`config.mk`:
```
export PLATFORM = sky130hd
export DESIGN_NAME = hexrec_loader
export DESIGN_NICKNAME = d
export VERILOG_FILES = /design/src/rtl/hexrec_pkg.sv /design/src/rtl/hexrec_char_class.sv /design/src/rtl/hexrec_parser.sv /design/src/rtl/hexrec_word_pack.sv /design/src/rtl/hexrec_loader.sv
export SDC_FILE = /design/constraint.sdc
export NUM_CORES = 1
export LEC_CHECK = 0
export BUFFER_PORTS_ARGS = -buffer_cell sky130_fd_sc_hd__buf_2
export CAP_MARGIN = 20
export CORE_UTILIZATION = 48
export CTS_BUF_LIST = sky130_fd_sc_hd__clkbuf_16
export CTS_CLUSTER_SIZE = 14
export DETAILED_ROUTE_END_ITERATION = 12
export SETUP_SLACK_MARGIN = 0.15
export SYNTH_ARGS = -nofsm -noshare
export SYNTH_HDL_FRONTEND = slang
export SYNTH_SLANG_ARGS = --single-unit
```
`constraint.sdc`:
```
create_clock -name clk -period 5.77 [get_ports clk]
set_input_delay 0.2885 -clock clk [delete_from_list [all_inputs] [get_ports clk]]
set_output_delay 0.2885 -clock clk [all_outputs]
set_load 0.1 [all_outputs]
```
`src/rtl/hexrec_pkg.sv`:
```
package hexrec_pkg;

    localparam int SEG_W  = 20;   // segment value << 4
    localparam int OFF_W  = 16;
    localparam int FULL_W = 21;   // base + offset without overflow

    localparam logic [7:0] REC_DATA = 8'h00;
    localparam logic [7:0] REC_EOF  = 8'h01;
    localparam logic [7:0] REC_SEG  = 8'h02;

    localparam logic [7:0] CH_COLON = 8'h3A;
    localparam logic [7:0] CH_CR    = 8'h0D;
    localparam logic [7:0] CH_LF    = 8'h0A;

    typedef enum logic [1:0] {
        ST_HUNT,   // between records
        ST_REC,    // inside a record
        ST_SKIP,   // abandoned record, wait for colon
        ST_END     // end record seen
    } ld_state_e;

    typedef struct packed {
        logic       ok;
        logic [3:0] val;
    } nib_t;

    typedef struct packed {
        logic colon;
        logic eol;
        nib_t nib;
    } ch_class_t;

    function automatic int bytes_per_word(int w);
        return (w + 7) / 8;
    endfunction

    function automatic nib_t hex_decode(logic [7:0] c);
        nib_t n;
        n = '0;
        if (c >= 8'h30 && c <= 8'h39) begin
            n.ok = 1'b1; n.val = 4'(c - 8'h30);
        end else if (c >= 8'h41 && c <= 8'h46) begin
            n.ok = 1'b1; n.val = 4'(c - 8'h37);
        end else if (c >= 8'h61 && c <= 8'h66) begin
            n.ok = 1'b1; n.val = 4'(c - 8'h57);
        end
        return n;
    endfunction

endpackage

```
`src/rtl/hexrec_char_class.sv`:
```
module hexrec_char_class
    import hexrec_pkg::*;
(
    input  logic [7:0] char_data,
    output ch_class_t  cls
);
    always_comb begin
        cls.colon = (char_data == CH_COLON);
        cls.eol   = (char_data == CH_CR) || (char_data == CH_LF);
        cls.nib   = hex_decode(char_data);
    end
endmodule

```
`src/rtl/hexrec_parser.sv`:
```
module hexrec_parser
    import hexrec_pkg::*;
#(
    parameter int WORD_W = 16
) (
    input  logic              clk,
    input  logic              rst,
    input  logic              char_valid,
    input  ch_class_t         cls,
    output logic              rec_start,
    output logic [FULL_W-1:0] rec_addr,
    output logic              byte_stb,
    output logic [7:0]        byte_out,
    output logic              done,
    output logic              err_chr,
    output logic              err_typ,
    output logic              err_len,
    output logic              err_sum
);
    localparam int BPW = bytes_per_word(WORD_W);

    ld_state_e         state;
    logic [3:0]        hi_nib;
    logic              have_hi;
    logic [8:0]        pos;
    logic [7:0]        count;
    logic [OFF_W-1:0]  offset;
    logic [7:0]        rtype;
    logic [7:0]        sum;
    logic [15:0]       seg_val;
    logic [SEG_W-1:0]  seg_base;
    logic [7:0]        cur;
    logic [8:0]        data_end;

    always_comb begin
        cur      = {hi_nib, cls.nib.val};
        data_end = 9'd4 + {1'b0, count};
    end

    always_ff @(posedge clk) begin
        if (rst) begin
            state     <= ST_HUNT;
            hi_nib    <= '0;
            have_hi   <= 1'b0;
            pos       <= '0;
            count     <= '0;
            offset    <= '0;
            rtype     <= '0;
            sum       <= '0;
            seg_val   <= '0;
            seg_base  <= '0;
            rec_start <= 1'b0;
            rec_addr  <= '0;
            byte_stb  <= 1'b0;
            byte_out  <= '0;
            done      <= 1'b0;
            err_chr   <= 1'b0;
            err_typ   <= 1'b0;
            err_len   <= 1'b0;
            err_sum   <= 1'b0;
        end else begin
            rec_start <= 1'b0;
            byte_stb  <= 1'b0;
            if (char_valid && state != ST_END) begin
                if (cls.colon) begin
                    if (state == ST_REC) err_chr <= 1'b1;
                    state   <= ST_REC;
                    pos     <= '0;
                    have_hi <= 1'b0;
                    sum     <= '0;
                end else begin
                    case (state)
                        ST_HUNT: if (!cls.eol) begin
                            err_chr <= 1'b1;
                            state   <= ST_SKIP;
                        end
                        ST_REC: if (!cls.nib.ok) begin
                            err_chr <= 1'b1;
                            state   <= ST_SKIP;
                        end else if (!have_hi) begin
                            hi_nib  <= cls.nib.val;
                            have_hi <= 1'b1;
                        end else begin
                            have_hi <= 1'b0;
                            pos     <= pos + 9'd1;
                            sum     <= sum + cur;
                            if (pos == 9'd0) begin
                                count <= cur;
                            end else if (pos == 9'd1) begin
                                offset[15:8] <= cur;
                            end else if (pos == 9'd2) begin
                                offset[7:0] <= cur;
                            end else if (pos == 9'd3) begin
                                rtype <= cur;
                                if (cur > REC_SEG) begin
                                    err_typ <= 1'b1;
                                    state   <= ST_SKIP;
                                end else if (cur == REC_SEG && count != 8'd2) begin
                                    err_len <= 1'b1;
                                    state   <= ST_SKIP;
                                end else if (cur == REC_DATA && (int'(count) % BPW) != 0) begin
                                    err_len <= 1'b1;
                                    state   <= ST_SKIP;
                                end else if (cur == REC_DATA) begin
                                    rec_start <= 1'b1;
                                    rec_addr  <= FULL_W'(seg_base) + FULL_W'(offset);
                                end
                            end else if (pos < data_end) begin
                                if (rtype == REC_DATA) begin
                                    byte_stb <= 1'b1;
                                    byte_out <= cur;
                                end
                                if (rtype == REC_SEG) seg_val <= {seg_val[7:0], cur};
                            end else begin
                                state <= ST_HUNT;
                                if (8'(sum + cur) != 8'd0) begin
                                    err_sum <= 1'b1;
                                end else if (rtype == REC_EOF) begin
                                    done  <= 1'b1;
                                    state <= ST_END;
                                end else if (rtype == REC_SEG) begin
                                    seg_base <= {seg_val, 4'h0};
                                end
                            end
                        end
                        default: ;
                    endcase
                end
            end
        end
    end

    // once the end record is taken, done holds and no payload flows
    a_r8_done_sticky: assert property (@(posedge clk) disable iff (rst)
        done |=> done);
    a_r8_no_payload_after_done: assert property (@(posedge clk) disable iff (rst)
        done |-> (!byte_stb && !rec_start));
    // no error flag ever falls outside reset
    a_r12_flags_hold: assert property (@(posedge clk) disable iff (rst)
        (($past({err_chr, err_typ, err_len, err_sum}) & ~{err_chr, err_typ, err_len, err_sum}) == 4'b0));
    // a record start and a payload byte never share a cycle
    a_r2_start_vs_byte: assert property (@(posedge clk) disable iff (rst)
        !(rec_start && byte_stb));

endmodule

```
`src/rtl/hexrec_word_pack.sv`:
```
module hexrec_word_pack
    import hexrec_pkg::*;
#(
    parameter int WORD_W    = 16,
    parameter int ADDR_W    = 8,
    parameter int MEM_DEPTH = 200
) (
    input  logic              clk,
    input  logic              rst,
    input  logic              rec_start,
    input  logic [FULL_W-1:0] rec_addr,
    input  logic              byte_stb,
    input  logic [7:0]        byte_in,
    output logic              wr_en,
    output logic [ADDR_W-1:0] wr_addr,
    output logic [WORD_W-1:0] wr_data,
    output logic              err_rng
);
    localparam int BPW   = bytes_per_word(WORD_W);
    localparam int ACC_W = BPW * 8;
    localparam int CNT_W = $clog2(BPW) + 1;

    logic [FULL_W-1:0] ptr;
    logic [ACC_W-1:0]  acc;
    logic [ACC_W-1:0]  acc_nxt;
    logic [CNT_W-1:0]  cnt;

    always_comb acc_nxt = ACC_W'({acc, byte_in});

    always_ff @(posedge clk) begin
        if (rst) begin
            ptr     <= '0;
            acc     <= '0;
            cnt     <= '0;
            wr_en   <= 1'b0;
            wr_addr <= '0;
            wr_data <= '0;
            err_rng <= 1'b0;
        end else begin
            wr_en <= 1'b0;
            if (rec_start) begin
                ptr <= rec_addr;
                cnt <= '0;
            end else if (byte_stb) begin
                acc <= acc_nxt;
                if (cnt == CNT_W'(BPW - 1)) begin
                    wr_en   <= 1'b1;
                    wr_addr <= ptr[ADDR_W-1:0];
                    wr_data <= acc_nxt[WORD_W-1:0];
                    if (ptr >= FULL_W'(MEM_DEPTH)) err_rng <= 1'b1;
                    ptr <= ptr + 1'b1;
                    cnt <= '0;
                end else begin
                    cnt <= cnt + 1'b1;
                end
            end
        end
    end

    // writes are single-cycle pulses
    a_r4_single_pulse: assert property (@(posedge clk) disable iff (rst)
        wr_en |=> !wr_en);
    // the range flag only rises together with a write
    a_r10_range_on_write: assert property (@(posedge clk) disable iff (rst)
        $rose(err_rng) |-> wr_en);

endmodule

```
`src/rtl/hexrec_loader.sv`:
```
module hexrec_loader
    import hexrec_pkg::*;
#(
    parameter int WORD_W    = 16,
    parameter int ADDR_W    = 8,
    parameter int MEM_DEPTH = 200
) (
    input  logic              clk,
    input  logic              rst,
    input  logic              char_valid,
    input  logic [7:0]        char_data,
    output logic              wr_en,
    output logic [ADDR_W-1:0] wr_addr,
    output logic [WORD_W-1:0] wr_data,
    output logic              done,
    output logic              err_char,
    output logic              err_type,
    output logic              err_len,
    output logic              err_sum,
    output logic              err_range
);
    ch_class_t         cls;
    logic              rec_start;
    logic [FULL_W-1:0] rec_addr;
    logic              byte_stb;
    logic [7:0]        byte_val;

    hexrec_char_class u_class (
        .char_data (char_data),
        .cls       (cls)
    );

    hexrec_parser #(.WORD_W(WORD_W)) u_parse (
        .clk        (clk),
        .rst        (rst),
        .char_valid (char_valid),
        .cls        (cls),
        .rec_start  (rec_start),
        .rec_addr   (rec_addr),
        .byte_stb   (byte_stb),
        .byte_out   (byte_val),
        .done       (done),
        .err_chr    (err_char),
        .err_typ    (err_type),
        .err_len    (err_len),
        .err_sum    (err_sum)
    );

    hexrec_word_pack #(
        .WORD_W    (WORD_W),
        .ADDR_W    (ADDR_W),
        .MEM_DEPTH (MEM_DEPTH)
    ) u_pack (
        .clk       (clk),
        .rst       (rst),
        .rec_start (rec_start),
        .rec_addr  (rec_addr),
        .byte_stb  (byte_stb),
        .byte_in   (byte_val),
        .wr_en     (wr_en),
        .wr_addr   (wr_addr),
        .wr_data   (wr_data),
        .err_rng   (err_range)
    );

    // no write once done is set
    a_r8_quiet_after_done: assert property (@(posedge clk) disable iff (rst)
        done |-> !wr_en);

endmodule

```
==> flow_metrics.tcl, run 1 <==
set metrics [dict create \
    status "finished clean" \
    area_delta_synth_final_pct 10.72 \
    cts_setup_buffers 0 \
    track_usage_pct 22.19 \
    clk-insertion-delay-late_ns 0.44 \
    cp.arrival_ns 4.67 \
    fin_skew_ns 0.01714 \
    multiInputGateArea_um2 4801 \
    startpoint_type "input port" \
    fp-row-count 49 \
    syn_area_um2 8790 \
    drc_errors 0 \
    cts_sinks 181 \
    period_needed_ns 4.390 \
    cts_hold_buf 0 \
    cap_viol_max_count 0 \
    totalWireLength_mm 20.01 \
    worst_pin_slew_ns 0.9945 \
    grt_max_degree 116 \
    synthCells 1038 \
    synth_edf_count 0 \
    die_area_um2 18860 \
    power-per-cell-area_nw_per_um2 256.1 \
    vdd_ir_drop_max_v 0.0002383 \
    fin_area_um2 9732 \
    total_power_uw 2493 \
    nets 1105 \
    min_period_over_period_pct 76.08 \
    regArea_um2 3623 \
    core-area_um2 17960 \
    crit_path_end_kind "flip-flop" \
    start_util_pct 48.93 \
    synth_commonest_cells "181 x dfxtp_1, 149 x nor2_1, 103 x nand2_1" \
    io_buffers 41 \
    first_global_vias 6549 \
    ys_ff_latch 181 \
    via_count 7152 \
    timing.fmax_mhz 227.8 \
    hp-class "in -> reg" \
    clockBufferDepth 2 \
    detail-route-antenna-nets 0 \
    dpl_cell_area_um2 9129 \
    synth_top_area_cell "dfxtp_1" \
    crit_path_top_delay_cell "or4_1" \
    reg2reg_setup_slack_ns 2.19 \
    chipHeight_um 137.3 \
    mappedNetlistNets 1091 \
    rsz0062_at_grt "no" \
    cp_max_fo 16 \
    ctsResizeCount 0 \
    drive_above_1_share_pct 9.014 \
    synth.avg_cell_area_um2 8.468 \
    grt_pass1_wl_mm 32.51 \
    finalMaxSlewViolations 0 \
    synth.distinct_cells 70 \
    synth_warnings 0 \
    dp_hpwl_mm 13.82 \
    cts_tree "built" \
    htreeDepth 4 \
    required_ns 6.05 \
    power.leakage_uw 0.004011 \
    finalSetupTns_ns 0 \
    drt_first_pass_iters 5 \
    antenna_found_initial 0 \
    yosysMostFrequentCell "dfxtp_1" \
    ys_seq_area_share_pct 41.22 \
    nFillCells 1726 \
    path_clk_slew_ns 0.08 \
    detail_route.wl_per_cell_um 15.46 \
    async_flop_share_pct 0 \
    crit_type "in -> reg" \
    cp_slowest_stage_delay_ns 0.81 \
    drt-initial-drc-count 329 \
    yosysTopAreaCellShare_pct 41.22 \
    grt_remaining_overflow 0 \
    vias_per_cell 5.527 \
    fp.dieW_um 137.3 \
    path_cells "buf_2 -> inv_1 -> ha_1 -> or3b_1 -> nand4_1 -> nor3_1 -> nor2_1 -> o21ai_1 -> ha_1 -> nor2b_1 -> o2111ai_1 -> o211ai_1 -> or4_1 -> or4_1 -> o21ai_0 -> a21oi_1" \
    io_pins 42 \
    max_slew_margin_pct 33.21 \
    ys.flop_type "dfxtp_1" \
    synthTopCellsByArea "dfxtp_1 41%, mux2i_1 8.1%, nor2_1 6.4%" \
    cts_inserted_buffers 17 \
    setup_viol 0 \
    hold_violations 0 \
    antenna_cells 0 \
    place_congestion 0.8010 \
    root_buffer "clkbuf_16" \
]
[logic make-up after synthesis]
family                   synth area share [%]
buffers and inverters                   4.156
XOR/XNOR                                3.986
adder cells (fa/ha/maj)                 6.149
flip-flops                              41.22
multiplexers                            8.213
AO/OA/AOI/OAI                           14.82
AND/OR/NAND/NOR                         21.45
[worst max-delay path: cells and delay by family]
kind	cells	cell delay [ns]
compound gates	5	1.30
fa+ha+maj	2	0.62
buf+inv	2	0.25
simple gates	7	2.20
[metrics by stage]
stage	hold WS (ns)	util [%]	instances	setup WS (ns)
after detailed placement	0.4393	50.82	1262	0.9564
final	0.3595	54.18	1294	1.380
after global routing	0.3987	54.18	1294	1.147
after global placement	0.4349	50.82	1262	1.045
after floorplan	0.4315	-	1038	1.642
after CTS	0.3395	54.18	1294	1.456
[power breakdown]
group | total, uW | switching [uW] | internal (uW)
logic | 72.4 | 53.2 | 19.3
clock network | 1160 | 575 | 587
registers | 1260 | 7.07 | 1250
[registers in the layout, summed over array words and instances, names as in the netlist, 9 cells and up]
signal	cells
u_parse.rec_addr	21
u_parse.seg_val	16
u_pack.ptr	21
u_parse.seg_base	16
u_parse.offset	16
u_parse.pos	9
u_pack.wr_data	16
[metal layers]
layer  vias up  global-route usage [%]  part of all wire (%)
li1       3684                       -                     -
met2        79                   36.36                    46
met4         0                   6.044                   1.3
met1      3373                   29.35                    50
met3        16                   4.783                   2.7
met5         -                       0                     0
[area by class of cell]
cell class | count | area share, %
clock inverter | 15 | 1.826
clock buffer | 17 | 4.371
sequential | 181 | 37.23
timing repair buffer | 51 | 2.944
inverter | 35 | 1.350
multi-input combinational | 766 | 49.33
tap | 229 | 2.944
[final timing paths]
check	to	from	cells past startpoint
setup reg to reg	u_parse.seg_base[6]$_SDFFE_PP0P_	u_parse.hi_nib[1]$_SDFFE_PP0P_	8
hold reg to reg	u_parse.err_sum$_SDFFE_PP0P_	u_parse.err_sum$_SDFFE_PP0P_	2
setup / recovery	u_parse.seg_base[6]$_SDFFE_PP0P_	char_data[0]	16
hold / removal	u_parse.err_chr$_SDFFE_PP0P_	char_valid	5
[cell usage in the layout, fill, tap and decap left out, types with 18 or more instances in the layout]
cell	count
dfxtp_1	181
nand2_1	103
xor2_1	22
o21ai_0	27
inv_1	34
nor2_1	149
xnor2_1	18
ha_1	40
mux2i_1	71
a21oi_1	92
nand3_1	37
buf_2	40
(Power assumes the default switching activity.)
==> run 2: changes to the inputs <==
Settings changed: PLACE_DENSITY from default to 0.67.
Clock period 5.77 ns to 3.9 ns, I/O delays scaled along.
==> flow_metrics.tcl, run 2 (synthesized netlist as in run 1, its figures left out) <==
set metrics [dict create \
    status "finished clean" \
    area_delta_synth_final_pct 12.81 \
    vdd_ir_drop_max_v 0.0003165 \
    post-place-cells 1280 \
    max_slew_margin_pct 50.89 \
    required_ns 4.18 \
    combPwrFrac_pct 3.1 \
    cts_tree "built" \
    place_congestion 0.8808 \
    cp_slowest_stage_delay_ns 0.53 \
    fp-row-count 49 \
    antenna_found_initial 0 \
    chipHeight_um 137.3 \
    drive_above_1_share_pct 11.08 \
    cts_inserted_buffers 17 \
    clk-insertion-delay-late_ns 0.44 \
    grt_remaining_overflow 0 \
    start_util_pct 48.93 \
    cts_hold_buf 0 \
    path_cells "buf_2 -> inv_1 -> ha_1 -> or3b_1 -> nand4_1 -> o31a_1 -> clkinv_2 -> ha_1 -> inv_1 -> fa_1 -> nor2b_2 -> o21a_1 -> o211ai_1 -> or4_4 -> or4_1 -> buf_4 -> o21ai_0 -> a21oi_1" \
    p_switching_uw 932.8 \
    cp.arrival_ns 3.83 \
    detail-route-antenna-nets 0 \
    io_pins 42 \
    drt-initial-drc-count 472 \
    reg_top3 "u_pack.ptr (21), u_parse.rec_addr (21)" \
    root_buffer "clkbuf_16" \
    die_area_um2 18860 \
    grt_max_degree 69 \
    p_int_uw 2874 \
    startpoint_type "input port" \
    grt_pass1_wl_mm 33.60 \
    dp_hpwl_mm 14.43 \
    total_power_uw 3807 \
    mostFrequentLayoutCell "dfxtp_1" \
    clockBufferDepth 2 \
    seq_power_share_pct 48.9 \
    fin_area_um2 9916 \
    clock_power_share_pct 48.0 \
    detail_route.wl_per_cell_um 15.83 \
    period_needed_ns 3.549 \
    htreeDepth 4 \
    crit_path_end_kind "flip-flop" \
    cts_setup_buffers 0 \
    io_buffers 41 \
    cp_max_fo 16 \
    min_period_over_period_pct 91.00 \
    core-area_um2 17960 \
    crit_type "in -> reg" \
    antenna_cells 0 \
    ctsResizeCount 0 \
    cts_sinks 181 \
    power.leakage_uw 0.004121 \
    via_count 7329 \
    cap_viol_max_count 0 \
    track_usage_pct 22.94 \
    vias_per_cell 5.586 \
    power-per-cell-area_nw_per_um2 383.9 \
    fp.dieW_um 137.3 \
    finalMaxSlewViolations 0 \
    drt_first_pass_iters 6 \
    critical_path.top_delay_family "simple AND/OR/NAND/NOR gates" \
    fin_skew_ns 0.01747 \
    finalSetupTns_ns 0 \
    path_buf_inv 5 \
    drc_errors 0 \
    nets 1123 \
    setup_viol 0 \
    most-common-layout-cells "181 x dfxtp_1, 148 x nor2_1, 103 x nand2_1, 91 x a21oi_1, 71 x mux2i_1" \
    first_global_vias 6617 \
    timing.fmax_mhz 281.8 \
    path_clk_slew_ns 0.08 \
    worst_pin_slew_ns 0.7366 \
    totalWireLength_mm 20.77 \
    sw_frac_of_total_pct 24.50 \
    crit_path_top_delay_cell "or4_4" \
    hp-class "in -> reg" \
    instances_no_fill 1312 \
    hold_violations 0 \
    dpl_cell_area_um2 9284 \
    rsz0062_at_grt "no" \
]
[run 2: cell count changes in the layout (fill, tap and decap cells not counted), sizes merged]
| cell | change |
|---|---|
| bufinv | +2 |
| buf | +18 |
| inv | -1 |
| clkinvlp | -1 |
[run 2: area by class of cell]
class	instances	area, um^2
clock buffer	17	425.4
tap	229	286.5
clock inverter	15	206.4
sequential	181	3623
fill	1660	8048
timing repair buffer	69	417.9
inverter	35	132.6
multi-input combinational	766	4823
[run 2: through the flow]
stage                     hold slack (ns)  utilization, %  worst slack [ns]
after detailed placement           0.4403           51.68          -0.02350
after CTS                          0.2310           55.20            0.3950
final                              0.2507           55.20            0.3512
after floorplan                    0.4315               -            0.1636
after global placement             0.4324           51.68           0.07741
after global routing               0.2800           55.20            0.1834
[run 2: final timing paths]
kind	start	to	slack, ns	cells after the start
worst min register to register	u_parse.err_sum$_SDFFE_PP0P_	u_parse.err_sum$_SDFFE_PP0P_	0.44	2
worst max-delay path	char_data[0]	u_parse.seg_base[9]$_SDFFE_PP0P_	0.35	18
worst min-delay path	char_valid	u_parse.err_chr$_SDFFE_PP0P_	0.25	5
worst max register to register	u_parse.count[2]$_SDFFE_PP0P_	u_parse.seg_base[9]$_SDFFE_PP0P_	0.59	11
[run 2: power by group through the flow]
stage	combinational, uW	clock [uW]	sequential, uW
floorplan	80.6	0	1910
global placement	116	0	1900
detailed placement	117	0	1900
CTS	117	1860	1860
global route	128	1930	1860
finish	118	1830	1860
[run 2: per-layer routing]
metal  GRT usage [%]  wire (um)  vias up
li1                -          -     3702
met2           36.76       9686      147
met1           30.13       9834     3441
met5               0          0        -
met4           8.913        571        0
met3           4.746        678       39
[run 2: worst register-to-register path: stages (launching register included)]
cell     delay, ns
dfxtp_1       0.43
ha_1          0.25
nand3_1       0.11
xor2_1        0.17
ha_1          0.20
or4_1         0.51
a21oi_1       0.13
o21ai_0       0.09
o21ai_1       0.38
or4_1         0.58
o21ai_0       0.21
a21oi_1       0.17
